--- config.mk ---
export PLATFORM = sky130hd
export DESIGN_NAME = chan_ctrl_fsm
export DESIGN_NICKNAME = d
export VERILOG_FILES = /design/src/rtl/chan_ctrl_pkg.sv /design/src/rtl/chan_ctrl_seq.sv /design/src/rtl/chan_ctrl_stat.sv /design/src/rtl/chan_ctrl_fsm.sv
export SDC_FILE = /design/constraint.sdc
export NUM_CORES = 1
export LEC_CHECK = 0
export BUFFER_PORTS_ARGS = -buffer_cell sky130_fd_sc_hd__buf_2
export CAP_MARGIN = 30
export CORE_MARGIN = 8
export CORE_UTILIZATION = 41
export DETAILED_ROUTE_END_ITERATION = 8
export PLACE_DENSITY = 0.86
export REMOVE_ABC_BUFFERS = 1
export SYNTH_ARGS = -nofsm -noshare
export SYNTH_HDL_FRONTEND = slang
export SYNTH_SLANG_ARGS = --single-unit
--- constraint.sdc ---
create_clock -name clk -period 1.68 [get_ports clk]
set_clock_uncertainty 0.05 [all_clocks]
set_input_delay 0.168 -clock clk [delete_from_list [all_inputs] [get_ports clk]]
set_output_delay 0.168 -clock clk [all_outputs]
set_load 0.1 [all_outputs]
--- src/rtl/chan_ctrl_pkg.sv ---
package chan_ctrl_pkg;

  typedef enum logic [2:0] {
    ST_IDLE  = 3'd0,
    ST_CHECK = 3'd1,
    ST_POLL  = 3'd2,
    ST_XFER  = 3'd3,
    ST_STOP  = 3'd4,
    ST_HALT  = 3'd5,
    ST_DONE  = 3'd6
  } chanState_e;

  localparam int TRIG_W = 2;
  localparam logic [TRIG_W-1:0] TRIG_EVENT = 2'd3;

  localparam int EVT_W = 2;
  localparam logic [EVT_W-1:0] EVT_STOP     = 2'd0;
  localparam logic [EVT_W-1:0] EVT_SUSPEND  = 2'd1;
  localparam logic [EVT_W-1:0] EVT_CHAIN    = 2'd2;
  localparam logic [EVT_W-1:0] EVT_CHAIN_NI = 2'd3;

  // status bit positions (decoded by software)
  localparam int BIT_LAST   = 14;
  localparam int BIT_EVERY  = 15;
  localparam int BIT_STOP   = 16;
  localparam int BIT_FLUSH  = 17;
  localparam int BIT_RQFL   = 18;
  localparam int BIT_HALT   = 19;
  localparam int BIT_ABORT  = 20;

  // strobes from sequencer to status datapath
  typedef struct packed {
    logic evLast;
    logic evEvery;
    logic evStop;
    logic evFlush;
    logic evReqFlush;
    logic evHalt;
    logic evAbort;
    logic stopSet;
    logic stopAck;
    logic hsTake;
    logic inXfer;
  } seqStb_s;

endpackage

--- src/rtl/chan_ctrl_seq.sv ---
module chan_ctrl_seq
  import chan_ctrl_pkg::*;
(
  input  logic              clk,
  input  logic              rstN,
  input  logic              cmdStart,
  input  logic              cmdStop,
  input  logic              cmdFlush,
  input  logic              cmdReqFlush,
  input  logic              cmdHalt,
  input  logic              cmdResume,
  input  logic              cmdAbort,
  input  logic [TRIG_W-1:0] trigMode,
  input  logic [EVT_W-1:0]  evtCtl,
  input  logic              lastDesc,
  input  logic              pollNeed,
  input  logic              chkValid,
  input  logic              chkOk,
  input  logic              pollMatch,
  input  logic              xferDone,
  input  logic              stopPend,
  output chanState_e        stateQ,
  output seqStb_s           stb
);

  chanState_e nxtState, rsmQ, rsmNxt;
  logic haltOk;

  assign haltOk = cmdHalt && (trigMode != TRIG_EVENT);

  always_comb begin
    nxtState       = stateQ;
    rsmNxt         = rsmQ;
    stb            = '0;
    stb.evReqFlush = cmdReqFlush;
    stb.inXfer     = (stateQ == ST_XFER);
    stb.stopSet    = cmdStop && (stateQ != ST_IDLE) && (stateQ != ST_STOP);
    if (cmdAbort && stateQ != ST_IDLE) begin
      nxtState    = ST_IDLE;
      stb.evAbort = 1'b1;
    end else begin
      case (stateQ)
        ST_IDLE: if (cmdStart) nxtState = ST_CHECK;
        ST_STOP: begin
          nxtState    = ST_IDLE;
          stb.stopAck = 1'b1;
        end
        ST_XFER: begin
          stb.hsTake = xferDone;
          if (stopPend && xferDone) begin
            nxtState   = ST_STOP;
            stb.evStop = 1'b1;
          end else if (haltOk) begin
            nxtState   = ST_HALT;
            rsmNxt     = ST_XFER;
            stb.evHalt = 1'b1;
          end else if (cmdFlush) begin
            nxtState    = ST_CHECK;
            stb.evFlush = 1'b1;
          end else if (xferDone) begin
            nxtState = ST_DONE;
          end
        end
        default: begin
          if (stopPend) begin
            nxtState   = ST_STOP;
            stb.evStop = 1'b1;
          end else begin
            case (stateQ)
              ST_CHECK: begin
                if (haltOk) begin
                  nxtState   = ST_HALT;
                  rsmNxt     = ST_CHECK;
                  stb.evHalt = 1'b1;
                end else if (chkValid) begin
                  if (!chkOk)        nxtState = ST_IDLE;
                  else if (pollNeed) nxtState = ST_POLL;
                  else               nxtState = ST_XFER;
                end
              end
              ST_POLL: begin
                if (haltOk) begin
                  nxtState   = ST_HALT;
                  rsmNxt     = ST_POLL;
                  stb.evHalt = 1'b1;
                end else if (cmdFlush) begin
                  nxtState    = ST_CHECK;
                  stb.evFlush = 1'b1;
                end else if (pollMatch) begin
                  nxtState = ST_XFER;
                end
              end
              ST_HALT: if (cmdResume) nxtState = rsmQ;
              ST_DONE: begin
                if (lastDesc) begin
                  nxtState    = ST_IDLE;
                  stb.evLast  = 1'b1;
                  stb.evEvery = 1'b1;
                end else begin
                  case (evtCtl)
                    EVT_STOP: begin
                      nxtState    = ST_STOP;
                      stb.evEvery = 1'b1;
                    end
                    EVT_SUSPEND: begin
                      nxtState    = ST_HALT;
                      rsmNxt      = ST_CHECK;
                      stb.evEvery = 1'b1;
                    end
                    EVT_CHAIN: begin
                      nxtState    = ST_CHECK;
                      stb.evEvery = 1'b1;
                    end
                    default: nxtState = ST_CHECK;
                  endcase
                end
              end
              default: nxtState = ST_IDLE;
            endcase
          end
        end
      endcase
    end
  end

  always_ff @(posedge clk) begin
    if (!rstN) begin
      stateQ <= ST_IDLE;
      rsmQ   <= ST_CHECK;
    end else begin
      stateQ <= nxtState;
      rsmQ   <= rsmNxt;
    end
  end

endmodule

--- src/rtl/chan_ctrl_stat.sv ---
module chan_ctrl_stat
  import chan_ctrl_pkg::*;
#(
  parameter int STS_W = 32
) (
  input  logic              clk,
  input  logic              rstN,
  input  seqStb_s           stb,
  input  logic              hsReq,
  input  logic [TRIG_W-1:0] trigMode,
  input  logic [STS_W-1:0]  intEn,
  input  logic [STS_W-1:0]  stsClr,
  output logic              stopPend,
  output logic              hsPend,
  output logic              xferEn,
  output logic [STS_W-1:0]  stsQ,
  output logic              irq
);

  logic [STS_W-1:0] setVec;

  always_comb begin
    setVec             = '0;
    setVec[BIT_LAST]   = stb.evLast;
    setVec[BIT_EVERY]  = stb.evEvery;
    setVec[BIT_STOP]   = stb.evStop;
    setVec[BIT_FLUSH]  = stb.evFlush;
    setVec[BIT_RQFL]   = stb.evReqFlush;
    setVec[BIT_HALT]   = stb.evHalt;
    setVec[BIT_ABORT]  = stb.evAbort;
  end

  always_ff @(posedge clk) begin
    if (!rstN) begin
      stsQ     <= '0;
      stopPend <= 1'b0;
      hsPend   <= 1'b0;
    end else begin
      stsQ <= (stsQ & ~stsClr) | setVec;
      if (stb.evAbort || stb.stopAck) stopPend <= 1'b0;
      else if (stb.stopSet)           stopPend <= 1'b1;
      if (stb.evReqFlush)  hsPend <= 1'b0;
      else if (hsReq)      hsPend <= 1'b1;
      else if (stb.hsTake) hsPend <= 1'b0;
    end
  end

  assign xferEn = stb.inXfer && ((trigMode == TRIG_EVENT) || hsPend);
  assign irq    = |(stsQ & intEn);

endmodule

--- src/rtl/chan_ctrl_fsm.sv ---
module chan_ctrl_fsm
  import chan_ctrl_pkg::*;
#(
  parameter int STS_W = 32
) (
  input  logic              clk,
  input  logic              rstN,
  input  logic              cmdStart,
  input  logic              cmdStop,
  input  logic              cmdFlush,
  input  logic              cmdReqFlush,
  input  logic              cmdHalt,
  input  logic              cmdResume,
  input  logic              cmdAbort,
  input  logic [1:0]        trigMode,
  input  logic [1:0]        evtCtl,
  input  logic              lastDesc,
  input  logic              pollNeed,
  input  logic              chkValid,
  input  logic              chkOk,
  input  logic              pollMatch,
  input  logic              xferDone,
  input  logic              hsReq,
  input  logic [STS_W-1:0]  intEn,
  input  logic [STS_W-1:0]  stsClr,
  output logic [2:0]        stateCode,
  output logic              chkEn,
  output logic              pollEn,
  output logic              xferEn,
  output logic              stopBusy,
  output logic              hsPending,
  output logic [STS_W-1:0]  sts,
  output logic              irq
);

  chanState_e stateQ;
  seqStb_s    stb;

  chan_ctrl_seq u_seq (
    .clk(clk), .rstN(rstN),
    .cmdStart(cmdStart), .cmdStop(cmdStop), .cmdFlush(cmdFlush),
    .cmdReqFlush(cmdReqFlush), .cmdHalt(cmdHalt), .cmdResume(cmdResume),
    .cmdAbort(cmdAbort), .trigMode(trigMode), .evtCtl(evtCtl),
    .lastDesc(lastDesc), .pollNeed(pollNeed), .chkValid(chkValid),
    .chkOk(chkOk), .pollMatch(pollMatch), .xferDone(xferDone),
    .stopPend(stopBusy), .stateQ(stateQ), .stb(stb)
  );

  chan_ctrl_stat #(.STS_W(STS_W)) u_stat (
    .clk(clk), .rstN(rstN), .stb(stb), .hsReq(hsReq),
    .trigMode(trigMode), .intEn(intEn), .stsClr(stsClr),
    .stopPend(stopBusy), .hsPend(hsPending), .xferEn(xferEn),
    .stsQ(sts), .irq(irq)
  );

  assign stateCode = stateQ;
  assign chkEn     = (stateQ == ST_CHECK);
  assign pollEn    = (stateQ == ST_POLL);

endmodule

== Word-level counts from Yosys, hierarchy flattened ==
Index checks and enable logic that the tools add are counted.

* Input bits: 84
* Register bits: 40
* Output and inout port bits: 41
* Word-level logic and storage cells: 112

* Reductions and logical operators: 23
* Mux-type cells: 54
* Bitwise operators: 7
* Eq/ne operators: 23

{| class="wikitable"
|+ Operators with widths
! kind !! number
|-
| $and 32x32->32 || 2
|-
| $mux 3 || 21
|-
| $not 32->32 || 1
|-
| $or 32x21->32 || 1
|-
| $reduce_or 32->1 || 1
|-
| $mux 1 || 21
|-
| $pmux 3 s3 || 2
|-
| $pmux 3 s2 || 2
|-
| $pmux 3 s4 || 1
|-
| $reduce_and 10->1 || 1
|-
| $reduce_or 2->1 || 5
|-
| $eq 3x3->1 const B || 3
|-
| $mux 2 || 4
|-
| $ne 2x2->1 const B || 4
|-
| $ne 8x3->1 const B || 1
|-
| $ne 7x2->1 const B || 1
|-
| $eq 3x2->1 const B || 2
|-
| $logic_and 1x1->1 || 6
|-
| $ne 2x1->1 const B || 3
|-
| $ne 6x2->1 const B || 1
|-
| $reduce_or 3->1 || 2
|-
| $ne 5x5->1 const B || 1
|-
| $reduce_and 5->1 || 1
|-
| $eq 2x2->1 const B || 2
|-
| other kinds (15) || 18
|}

== Logic depth before layout (Yosys ltp) ==
Gate-level depths: netlist of the first run.

* Depth after elaboration: 9
* Depth in mapped cells: 5
* Depth with buffers taken out: 4

== Hierarchy ==
From an unflattened synthesis of the first run, not the netlist that was laid out.

* Cell total of the unflattened synthesis: 206
* Area total of the unflattened synthesis: 1949.4 µm²

{| class="wikitable"
|+ Modules (own cells, without submodules)
! module !! area each (µm²) !! instances !! seq. area each (µm²) !! cells an instance
|-
| chan_ctrl_stat || 1208.7 || 1 || 680.7 || 105
|-
| chan_ctrl_seq || 725.7 || 1 || 100.1 || 99
|-
| chan_ctrl_fsm || 15.0 || 1 || 0.0 || 2
|}

== Least setup slack after synthesis of the first run ==
Ideal clock, no wire load.

* Path type: reg2reg
* Start point: register u_seq.stateQ[1]
* End point: register u_seq.rsmQ[0]
* Setup time: 0.127 ns
* Cell stages (with the launch flop): 6
* Clock period less this slack: 3.162 ns
* Arrival time: 2.985 ns
* Required time: 1.503 ns
* Setup slack: -1.482 ns
* Path buffers: 1
* Cells stage by stage: dfxtp_1 buf_2 nand2b_1 nor2_1 and2_1 mux2i_1

* Cells in the longest elaborated chain, start to end: 4
* Elaborated cells between the ends (all ways): 23
* Classes of those cells: eq/ne: 12; mux: 3; bitwise: 2; reduce/logical: 6

{| class="wikitable"
|+ Ends and longest elaborated chain
! what !! RTL line !! text
|-
| start, declared || chan_ctrl_seq.sv:22 || <nowiki>output chanState_e stateQ,</nowiki>
|-
| start signal, assigned || chan_ctrl_seq.sv:131 || <nowiki>stateQ <= nxtState;</nowiki>
|-
| $eq 3x2->1 * || n/a ||
|-
| via pollEn || chan_ctrl_fsm.sv:28 || <nowiki>output logic pollEn,</nowiki>
|-
| $pmux 3 s3 || chan_ctrl_seq.sv:69 || <nowiki>case (stateQ)</nowiki>
|-
| $mux 3 || chan_ctrl_seq.sv:65 || <nowiki>if (stopPend) begin</nowiki>
|-
| $pmux 3 s2 || chan_ctrl_seq.sv:42 || <nowiki>case (stateQ)</nowiki>
|-
| end signal, assigned || chan_ctrl_seq.sv:132 || <nowiki>rsmQ <= rsmNxt;</nowiki>
|-
| end, declared || chan_ctrl_seq.sv:26 || <nowiki>chanState_e nxtState, rsmQ, rsmNxt;</nowiki>
|}

Mark *: on every way through the listed nets, which the timed path passes. The rest lies on a longest branch. The select of a mux whose other input is x is not followed.
A chain may end at the register's enable or synchronous reset.

== Worst setup path after layout of the first run ==
* Start point: register u_stat.stsQ[16]
* End point: output irq

* Cells in the longest elaborated chain, start to end: 2

{| class="wikitable"
|+ Ends and longest elaborated chain
! what !! RTL line !! text
|-
| start, declared || chan_ctrl_stat.sv:16 || <nowiki>output logic [STS_W-1:0] stsQ,</nowiki>
|-
| start signal, assigned || chan_ctrl_stat.sv:39 || <nowiki>stsQ <= (stsQ & ~stsClr) | setVec;</nowiki>
|-
| $and 32x32->32 || chan_ctrl_stat.sv:49 || <nowiki>assign irq = |(stsQ & intEn);</nowiki>
|-
| $reduce_or 32->1 || chan_ctrl_stat.sv:49 ||
|-
| end, declared || chan_ctrl_fsm.sv:33 || <nowiki>output logic irq</nowiki>
|}

Every way passes these cells.

==> results.txt, run 1 <==
----------------------------------------------------
[CTS]
  TritonCTS clock tree ... built
  Clock-pin slew on the worst setup and hold paths ... 80 ps
  Buffers from clock root to sink, at most ... 2
  Source-to-sink clock delay at the later pin of the worst-skew pair ... around 290 ps
  H-tree depth reported by CTS ... 2
  Clock buffers created by TritonCTS ... 5
  CTS root buffer ... sky130_fd_sc_hd__clkbuf_8
  # clock sinks ... 39

[Timing]
  Worst slew margin relative to its limit ... around two thirds
  Period Utilization, post-route ... 114%
  Setup repair after global routing missed its margin ... yes
  Highest clock frequency the design can meet ... 523 MHz
  Final Max Tran Viols ... 0
  Count of endpoints failing setup in the final report ... 1
  Least setup slack across all paths after layout ... -230 ps
  Final Hold Violating Endpoints ... 0
  Worst Tran Pin Value ... about 500 ps
  Post-route minimum period ... 1910 ps
  Final sum of negative setup slack ... -230 ps

[Logic synthesis]
  Average footprint of a synthesized cell ... approximately 9.4 sq um
  Share of Yosys cell area claimed by the top area cell type ... between 40% and 50%
  Cell Area, Synth ... roughly 1800 sq um
  Async set or reset register ratio after synthesis ... 0%
  Area share of fa/ha/maj cells after synthesis ... 0%
  Number of distinct library cells after synthesis ... 46
  Area share of and/or/nand/nor cells after synthesis ... between 20% and 30%
  #FFs+latches synth ... 39
  Commonest cells in the synthesized netlist ... 39 x sky130_fd_sc_hd__dfxtp_1, 23 x sky130_fd_sc_hd__and3b_1, 16 x sky130_fd_sc_hd__a22oi_1
  Xor and xnor area share after synthesis ... 0%
  Share of synthesized area occupied by flip-flops and latches ... between 40 and 50%
  Yosys warns ... 0
  Top_reg_cell synth ... sky130_fd_sc_hd__dfxtp_1
  Complex-gate fraction of the synthesized area ... 23.0%
  Number of synthesized flops with an enable pin ... 0
  Most common cell in the netlist ... sky130_fd_sc_hd__dfxtp_1
  Post-synthesis cell type with the largest combined area ... sky130_fd_sc_hd__dfxtp_1
  Dominant cells by area after synthesis ... sky130_fd_sc_hd__dfxtp_1 43%, sky130_fd_sc_hd__and3b_1 11%, sky130_fd_sc_hd__a22oi_1 6.6%
  Number of instances in the synthesized netlist ... just under 200
  Multiplexer share of the synthesized area ... 1.65%
  Dominant combinational cell family by area after synthesis ... simple AND/OR/NAND/NOR gates

[Die]
  Core footprint ... around 4300 sq um
  Cell row count ... 24
  Die Height ... roughly 83 microns
  Initial core utilization ... around 42%
  Total Die Area ... around 7000 sq um
  Die extent in x ... about 83 microns
  I/O Pins ... between 100 and 150

[Placement]
  Placed Cells incl. Taps ... between 300 and 400
  Routability congestion estimate from global placement ... between 0.9 and 1
  Count of port buffers added during placement ... 124
  Half-perimeter wire length of the detailed placement result ... 5130 microns
  Dpl ws ... -59.4 ps

[Power and ir drop]
  Post-layout total power ... between 2 and 2.5 mW
  Leak Pwr ... about 1.5 nW
  Power per unit of standard cell area ... 779 nW/um^2
  Worst-case vdd ir drop ... roughly 0.53 mV

[Drt]
  Total wire length after detailed routing ... between 6000 and 7000 microns
  Post-detailed-route count of antenna-violating nets ... 0
  Per-cell routed wire length ... roughly 17 microns
  Count of routing violations after the opening detailed-route iteration ... approximately 130
  Residual DRC count ... 0
  Detailed-router iteration count before antenna repair ... 4
  Via density per instance ... 5.24
  Vias ... ~2,100

[Worst setup path]
  FF-to-FF End ... u_stat.hsPend
  Depth of the worst register-to-register path ... 5
  Element type at the critical path end ... primary output
  CP peak stage delay ... around 530 ps
  Reg2Reg Launch Point ... u_seq.stateQ[1]
  Critical Path Slowest Stage Cell ... sky130_fd_sc_hd__or4_4
  Critical Path Sink ... irq
  Maximum fanout encountered on the critical timing path ... 2
  Data required, critical path ... 1460 ps
  Critical path data arrival time ... between 1500 and 2000 ps
  Cell-by-cell trace of the critical path ... a22oi_2, nand4_1, or4_4, buf_12
  Classification of the worst setup path ... flip-flop to primary output
  Origin of the worst setup path ... u_stat.stsQ[16]
  Worst Setup Start Kind ... flip-flop
  Register-to-register path setup slack ... 50 ps

[Status]
  Result of the run ... complete, but fails checks
  Violations in the final reports ... setup timing

[Final layout]
  Ratio of cells with drive above 1 in the final layout ... ~53%
  Number of cells in the finished layout apart from fillers ... 393
  Signed area change from the synthesized netlist to the final layout ... 59.1%
  Fill cell total of the finished layout ... around 360
  Antenna cells ... 0
  Final net count ... around 430

[Min path]
  Worst hold-check path type ... primary input to flip-flop
  Cell depth of the worst min-delay path ... 2

[Run]
  Max-capacitance violation count ... 0

[Global routing]
  Global-route wire length before repair ... between 10,000 and 15,000 microns
  Vias in the first global route ... between 2,000 and 2,500
  Gr ovfl total ... 0
  All-layer global routing usage ... a little under a fifth
  Initial antenna violation count ... 0
  Largest net degree at the start of global routing ... 26

----------------------------------------------------
[what timing repair did]
action	CTS	global route
hold buffers	3	0
setup endpoints to repair	4	9
resized for setup	10	20
pin swaps	2	7
hold endpoints to repair	3	0
buffers inserted	2	0
[logic make-up (layout without fill, tap and decap cells)]
family                 count (synthesis)  in the layout
AOI/OAI and AO/OA                     56             56
buffers and inverters                 15            162
DFF                                   39             39
muxes                                  3              3
and+or+nand+nor                       81             81
[power breakdown]
part | internal, mW | switching (mW) | total (mW)
registers | 0.943 | 0.0234 | 0.966
clock network | 0.284 | 0.333 | 0.617
logic | 0.263 | 0.412 | 0.675
[cells in the final DEF (no fill, tap or decap), types with 2 or more instances in the layout]
cell,count
sky130_fd_sc_hd__inv_1,6
sky130_fd_sc_hd__dfxtp_2,7
sky130_fd_sc_hd__buf_12,4
sky130_fd_sc_hd__a22oi_2,12
sky130_fd_sc_hd__nand4_1,4
sky130_fd_sc_hd__clkbuf_8,5
sky130_fd_sc_hd__a211oi_1,2
sky130_fd_sc_hd__nand3b_1,3
sky130_fd_sc_hd__nor2b_1,7
sky130_fd_sc_hd__o21ai_0,4
sky130_fd_sc_hd__nor3_1,4
sky130_fd_sc_hd__buf_2,120
sky130_fd_sc_hd__o2111ai_1,2
sky130_fd_sc_hd__a21boi_0,4
sky130_fd_sc_hd__nand2_1,11
sky130_fd_sc_hd__o22ai_1,2
sky130_fd_sc_hd__nor2_1,10
sky130_fd_sc_hd__o21a_1,2
sky130_fd_sc_hd__a21oi_1,8
sky130_fd_sc_hd__mux2i_1,3
sky130_fd_sc_hd__and2_1,3
sky130_fd_sc_hd__and3b_1,23
sky130_fd_sc_hd__a22oi_1,4
sky130_fd_sc_hd__dlygate4sd3_1,3
sky130_fd_sc_hd__dfxtp_1,32
sky130_fd_sc_hd__buf_4,22
sky130_fd_sc_hd__nand2b_1,6
[flip-flops by register name, indices dropped and copies added, names as in the netlist]
register         count
u_seq.stateQ         3
u_stat.stsQ         32
u_stat.stopPend      1
u_seq.rsmQ           2
u_stat.hsPend        1
[critical path: cells and delay by family, from the launching register on]
| kind | cells | cell delay [ps] |
|---|---|---|
| AOI/OAI and AO/OA | 1 | 170 |
| buffers and inverters | 1 | 180 |
| and+or+nand+nor | 2 | 710 |
| DFF | 1 | 330 |
[layout make-up]
class | count | area [sq um] | area share (%)
clock inverter | 2 | 13.8 | 0.475
multi-input combinational | 140 | 1060 | 36.7
tap | 52 | 65.1 | 2.24
timing repair buffer | 149 | 876 | 30.2
inverter | 6 | 22.5 | 0.777
sequential | 39 | 790 | 27.2
clock buffer | 5 | 68.8 | 2.37
[how the worst min path moves through the flow]
stage | slack, ps | from | end
after floorplan | 190 | stsClr[10] | u_stat.stsQ[10]
after global placement | 270 | stsClr[10] | u_stat.stsQ[10]
after detailed placement | 280 | stsClr[10] | u_stat.stsQ[10]
after CTS | 90 | stsClr[5] | u_stat.stsQ[5]
after global routing | 80 | stsClr[27] | u_stat.stsQ[27]
final | 90 | stsClr[25] | u_stat.stsQ[25]
[through the flow]
stage / cell area (sq um) / hold slack (ps) / util, %
detailed placement: 2660 / 281 / 61.4
finish: 2900 / 92.6 / 67.1
floorplan: 1780 / 190 / -
global placement: 2660 / 275 / 61.4
global route: 2900 / 82.9 / 67.1
CTS: 2820 / 87.0 / 65.2
[metal layers]
layer  track usage [%]  vias to the layer above  part of all wire, %
met5                 0                        -                    0
met4              5.69                        0                 0.55
met1              21.0                      940                   40
li1                  -                     1014                    -
met2              32.6                      101                   50
met3              7.03                        4                  9.6
Note: power is estimated with default switching activity, not from simulation.
==> run 2, diff against run 1 <==
--- a/config.mk
+++ b/config.mk
@@ -8,9 +8,9 @@
 export BUFFER_PORTS_ARGS = -buffer_cell sky130_fd_sc_hd__buf_2
 export CAP_MARGIN = 30
 export CORE_MARGIN = 8
-export CORE_UTILIZATION = 41
+export CORE_UTILIZATION = 37
 export DETAILED_ROUTE_END_ITERATION = 8
-export PLACE_DENSITY = 0.86
+export PLACE_DENSITY = 0.83
 export REMOVE_ABC_BUFFERS = 1
 export SYNTH_ARGS = -nofsm -noshare
 export SYNTH_HDL_FRONTEND = slang
==> constraint.sdc (replaced) <==
create_clock -name clk -period 1.56 [get_ports clk]
set_clock_uncertainty 0.05 [all_clocks]
set_input_delay 0.156 -clock clk [delete_from_list [all_inputs] [get_ports clk]]
set_output_delay 0.156 -clock clk [all_outputs]
set_load 0.1 [all_outputs]
==> run 2 against run 1 <==
Compared with the run above:
- the flow still finishes with violations (setup timing)
- sequential cell count unchanged
- largest cell class unchanged
- first-iteration DRC count decreased by 41%
- register-to-register slack worse by 20 ps
- design area increased by 7.5%
- routed wire length increased by 3.3%
==> results.txt, run 2 (same netlist as run 1, synthesis figures left out) <==
----------------------------------------------------
[Final layout]
  Ratio of cells with drive above 1 in the final layout ... a little under three fifths
  Antenna cells ... 0
  Signed area change from the synthesized netlist to the final layout ... 71.0%
  Most frequent standard cell in the layout excluding fill and tap cells ... sky130_fd_sc_hd__buf_2
  Register with the most flip-flops ... u_stat.stsQ
  Leading cell types in the layout, fill and taps excluded ... 117 x sky130_fd_sc_hd__buf_2, 37 x sky130_fd_sc_hd__buf_4, 32 x sky130_fd_sc_hd__dfxtp_1
  Final net count ... roughly 440
  Flip-flop count of the largest register after layout ... 32
  Registers with the highest flip-flop counts ... u_stat.stsQ (32), u_seq.stateQ (3), u_seq.rsmQ (2)

[Power and ir drop]
  Clock share of power ... between 20% and 30%
  Internal power consumption ... ~1.7 mW
  Flop pwr share ... between 40 and 50%
  Part of the power in combinational logic ... between 30% and 40%
  Switching part of the total ... approximately a third
  Worst-case vdd ir drop ... roughly 0.54 mV
  Leak Pwr ... 1.57 nW
  Post-layout total power ... around 2.5 mW
  NetSw ... 853 uW
  Power per unit of standard cell area ... roughly 800 nW/um^2

[Die]
  Cell row count ... 25
  I/O Pins ... 125
  Initial core utilization ... a little under 40%
  Core footprint ... 4720 sq um
  Die extent in x ... between 80 and 90 microns
  Die Height ... 86.2 microns
  Total Die Area ... approximately 7400 sq um

[Placement]
  Half-perimeter wire length of the detailed placement result ... approximately 5400 microns
  Dpl ws ... -116 ps
  Count of port buffers added during placement ... 124
  Routability congestion estimate from global placement ... about 0.90

[Drt]
  Total wire length after detailed routing ... 6890 microns
  Detailed-router iteration count before antenna repair ... 4
  Vias ... about 2,100
  Count of routing violations after the opening detailed-route iteration ... 76
  Residual DRC count ... 0
  Post-detailed-route count of antenna-violating nets ... 0
  Per-cell routed wire length ... roughly 16 microns
  Via density per instance ... about 5

[Timing]
  Final Hold Violating Endpoints ... 0
  Least setup slack across all paths after layout ... -289 ps
  Final Max Tran Viols ... 0
  Count of endpoints failing setup in the final report ... 1
  Worst slew margin relative to its limit ... approximately two thirds
  Period Utilization, post-route ... 119%
  Highest clock frequency the design can meet ... roughly 540 MHz
  Setup repair after global routing missed its margin ... yes
  Worst Tran Pin Value ... 505 ps
  Post-route minimum period ... 1850 ps

[Min path]
  Endpoint of the worst hold-timing path ... u_stat.stsQ[20]
  Worst hold-check path type ... primary input to flip-flop
  Cell depth of the worst min-delay path ... 3
  Worst hold start ... stsClr[20]

[Worst setup path]
  Register-to-register path setup slack ... approximately 30 ps
  Depth of the worst register-to-register path ... 5
  Worst Setup Start Kind ... flip-flop
  Reg2Reg Launch Point ... u_seq.stateQ[0]
  Maximum fanout encountered on the critical timing path ... 3
  Data required, critical path ... about 1400 ps
  Classification of the worst setup path ... flip-flop to primary output
  FF-to-FF End ... u_seq.stateQ[0]
  Element type at the critical path end ... primary output
  Critical path data arrival time ... approximately 1600 ps

[Run]
  Max-capacitance violation count ... 0

[CTS]
  # clock sinks ... 39
  Clock-pin slew on the worst setup and hold paths ... 80 ps
  H-tree depth reported by CTS ... 2
  CTS root buffer ... sky130_fd_sc_hd__clkbuf_8
  Clock buffers created by TritonCTS ... 5
  Buffers from clock root to sink, at most ... 2
  TritonCTS clock tree ... built
  Source-to-sink clock delay at the later pin of the worst-skew pair ... between 200 and 300 ps

[Global routing]
  Vias in the first global route ... roughly 2,300
  Gr ovfl total ... 0
  Global-route wire length before repair ... around 11,000 microns
  All-layer global routing usage ... between 10% and 20%
  Largest net degree at the start of global routing ... 25
  Initial antenna violation count ... 0

[Status]
  Violations in the final reports ... setup timing
  Result of the run ... complete, but fails checks

----------------------------------------------------
-- run 2: metrics by stage --
step	instance area, sq um	hold WS, ps	utilization (%)	cells	TNS [ps]
3_3_place_gp	2830	262	60.0	413	-91.1
5_1_grt	3120	72.3	66.0	426	-477
4_1_cts	3030	72.3	64.2	426	-306
2_1_floorplan	1780	178	-	185	-11680
6_report	3120	80.6	66.0	426	-289
3_5_place_dp	2830	266	60.0	413	-253
-- run 2: cell type report --
class	count	area [sq um]
Sequential cell	39	792
Timing Repair Buffer	166	1040
Clock inverter	2	12.5
Fill cell	399	1610
Clock buffer	6	72.6
Multi-Input combinational cell	140	1090
Inverter	6	22.5
Tap cell	67	83.8
-- run 2: how the worst max path moves through the flow --
stage	startpoint	cells past startpoint	end	slack [ps]
3_3_place_gp	u_stat.stsQ[6]	4	irq	-90
5_1_grt	u_stat.stsQ[6]	4	irq	-350
2_1_floorplan	u_seq.stateQ[1]	4	u_seq.rsmQ[0]	-1610
4_1_cts	u_stat.stsQ[1]	4	irq	-310
3_5_place_dp	u_stat.stsQ[6]	4	irq	-120
6_report	u_stat.stsQ[9]	4	irq	-290
-- run 2: layer usage --
metal  routed length (microns)  share of wire (%)  vias up  global-route usage (%)
met3                       766                 11        8                    8.41
met4                       107                1.6        0                    5.16
li1                          -                  -     1050                       -
met5                         0                  0        -                       0
met1                      2550                 37      983                    18.9
met2                      3460                 50      105                    31.6
-- run 2: timing repair --
action,in CTS,in global routing
hold buffers,3,0
gates resized for setup,21,19
endpoints found under the hold margin,3,0
setup buffers,2,0
pin swaps,6,7
setup endpoints to repair,8,11
-- run 2: power groups by stage --
stage | clock network, mW | logic (mW) | registers [mW]
3_3_place_gp | 0 | 0.687 | 1.06
5_1_grt | 0.735 | 0.844 | 1.05
3_5_place_dp | 0 | 0.694 | 1.06
4_1_cts | 0.689 | 0.744 | 1.04
2_1_floorplan | 0 | 0.250 | 1.20
6_report | 0.674 | 0.799 | 1.04
-- run 2: worst max-delay path, stage by stage (launching register included) --
cell	delay, ps
sky130_fd_sc_hd__dfxtp_1	340
sky130_fd_sc_hd__a22oi_2	170
sky130_fd_sc_hd__nand4_1	100
sky130_fd_sc_hd__or4_4	560
sky130_fd_sc_hd__buf_12	190
==> run 3, diff against run 2 <==
--- a/config.mk
+++ b/config.mk
@@ -11,7 +11,6 @@
 export CORE_UTILIZATION = 37
 export DETAILED_ROUTE_END_ITERATION = 8
 export PLACE_DENSITY = 0.83
-export REMOVE_ABC_BUFFERS = 1
 export SYNTH_ARGS = -nofsm -noshare
 export SYNTH_HDL_FRONTEND = slang
 export SYNTH_SLANG_ARGS = --single-unit
==> run 3 against run 2 <==
Compared with the run above:
- highest routed layer unchanged
- combinational power about the same
- fmax down 1.7%
- clock power up 2%
- first-iteration DRC count up 22%
- core utilization up 1.5 points
- the run still ends with setup timing left
- count of clock-buffer cells in the layout down 1
- routed wire length up 1.2%
==> results.txt, run 3 (same netlist as run 1, synthesis figures left out) <==
----------------------------------------------------
[Status]
  Result of the run ... complete, but fails checks
  Violations in the final reports ... setup timing

[Power and ir drop]
  Worst-case vdd ir drop ... roughly 0.64 mV
  Power per unit of standard cell area ... 784 nW/um^2
  Leak Pwr ... 1.56 nW
  Post-layout total power ... around 2.5 mW

[Worst setup path]
  CP peak stage delay ... approximately 510 ps
  Maximum fanout encountered on the critical timing path ... 3
  Element type at the critical path end ... primary output
  Data required, critical path ... 1350 ps
  Classification of the worst setup path ... flip-flop to primary output
  Worst Setup Start Kind ... flip-flop
  Critical Path Slowest Stage Cell ... sky130_fd_sc_hd__or4_4
  Cell-by-cell trace of the critical path ... a22oi_1, nand4_1, or4_4, buf_12
  Register-to-register path setup slack ... 20 ps
  Largest delay contributor family on the critical path ... simple AND/OR/NAND/NOR gates
  Worst path bufs/invs ... 1
  Critical path data arrival time ... around 1700 ps

[Timing]
  Count of endpoints failing setup in the final report ... 2
  Post-route minimum period ... 1880 ps
  Period Utilization, post-route ... 121%
  Final sum of negative setup slack ... -342 ps
  Setup repair after global routing missed its margin ... yes
  Worst Tran Pin Value ... slightly below 500 ps
  Worst hold slack ... around 66 ps
  Least setup slack across all paths after layout ... -320 ps
  Worst slew margin relative to its limit ... around two thirds
  Highest clock frequency the design can meet ... between 500 and 600 MHz
  Final Max Tran Viols ... 0
  Final Hold Violating Endpoints ... 0

[Placement]
  Placed Area ... about 2800 sq um
  Dpl ws ... -167 ps
  Half-perimeter wire length of the detailed placement result ... approximately 5400 microns
  Routability congestion estimate from global placement ... between 0.9 and 1
  Placed Cells incl. Taps ... 397
  Count of port buffers added during placement ... around 120

[Global routing]
  Gr ovfl total ... 0
  Largest net degree at the start of global routing ... 30
  Initial antenna violation count ... 0
  All-layer global routing usage ... between 15 and 20%
  Global-route wire length before repair ... about 11,000 microns
  Vias in the first global route ... 2,352

[Die]
  Core footprint ... ~4700 sq um
  Cell row count ... 25
  Die Height ... between 80 and 90 microns
  I/O Pins ... roughly 130
  Total Die Area ... 7430 sq um
  Die extent in x ... 86.2 microns
  Initial core utilization ... about two fifths

[Drt]
  Via density per instance ... between 5 and 6
  Residual DRC count ... 0
  Per-cell routed wire length ... about 17 microns
  Count of routing violations after the opening detailed-route iteration ... 93
  Post-detailed-route count of antenna-violating nets ... 0
  Detailed-router iteration count before antenna repair ... 4
  Vias ... roughly 2,100
  Total wire length after detailed routing ... between 6000 and 7000 microns

[Final layout]
  Antenna cells ... 0
  Signed area change from the synthesized netlist to the final layout ... 74.9%
  Leading cell types in the layout, fill and taps excluded ... 120 x sky130_fd_sc_hd__buf_2, 33 x sky130_fd_sc_hd__buf_4, 28 x sky130_fd_sc_hd__dfxtp_4
  Ratio of cells with drive above 1 in the final layout ... about 64%
  Fill cell total of the finished layout ... about 370
  Final std cell area, no fill ... around 3200 sq um
  Register with the most flip-flops ... u_stat.stsQ
  Flip-flop count of the largest register after layout ... 32
  Final core utilization ... 67.5%
  Number of cells in the finished layout apart from fillers ... around 420
  Most frequent standard cell in the layout excluding fill and tap cells ... sky130_fd_sc_hd__buf_2
  Registers with the highest flip-flop counts ... u_stat.stsQ (32), u_seq.stateQ (3), u_seq.rsmQ (2)
  Final net count ... roughly 440

[Logic synthesis]
  Post-synthesis net count ... approximately 280

[CTS]
  Clock buffers created by TritonCTS ... 5
  Source-to-sink clock delay at the later pin of the worst-skew pair ... about 280 ps
  H-tree depth reported by CTS ... 2
  CTS root buffer ... sky130_fd_sc_hd__clkbuf_8
  TritonCTS clock tree ... built
  Buffers from clock root to sink, at most ... 2
  Clock-pin slew on the worst setup and hold paths ... around 90 ps
  # clock sinks ... 39

[Run]
  Max-capacitance violation count ... 0

[Min path]
  Worst hold-check path type ... primary input to flip-flop

----------------------------------------------------
run 3: worst paths after layout:
kind | start | cells after the start | end
max | u_stat.stsQ[4] | 4 | irq
min | cmdStop | 3 | u_stat.stopPend
max reg2reg | u_seq.stateQ[2] | 5 | u_seq.rsmQ[1]
min reg2reg | u_stat.stsQ[31] | 2 | u_stat.stsQ[31]
run 3: report_power, final:
group          internal [mW]  leakage [nW]  switching, mW
Combinational          0.334          1.18          0.464
Sequential             0.978         0.342         0.0390
Clock                  0.311        0.0402          0.374
run 3: what timing repair did:
action                     in CTS  in global routing
setup buffers                  11                  3
pin swaps                       2                 12
gates resized for setup         8                 16
setup endpoints to repair       5                  9
hold buffers                    3                  0
hold endpoints to repair        3                  0
gates cloned                    0                  0
run 3: cell type report:
class,count,area [sq um],area share (%)
flip-flops and latches,39,897,28.1
repair buffers,162,981,30.8
clock buffers,5,68.8,2.16
well taps,67,83.8,2.63
clock inverters,3,20.0,0.628
inverters,6,22.5,0.706
multi-input cells,140,1110,35.0
run 3: per-layer routing:
layer	vias to the layer above	routed length (microns)	global-route usage (%)	share of wire [%]
met3	12	599	6.99	8.6
met4	0	140	6.42	2.0
li1	1044	-	-	-
met5	-	0	0	0
met1	993	2690	19.4	39
met2	91	3540	31.9	51
run 3: worst reg2reg max path: stages (launching register included):
cell and delay, ps:
sky130_fd_sc_hd__dfxtp_4 380, sky130_fd_sc_hd__nand3b_1 250, sky130_fd_sc_hd__buf_4 190, sky130_fd_sc_hd__o21ai_0 360
sky130_fd_sc_hd__a211oi_4 70, sky130_fd_sc_hd__mux2i_1 140
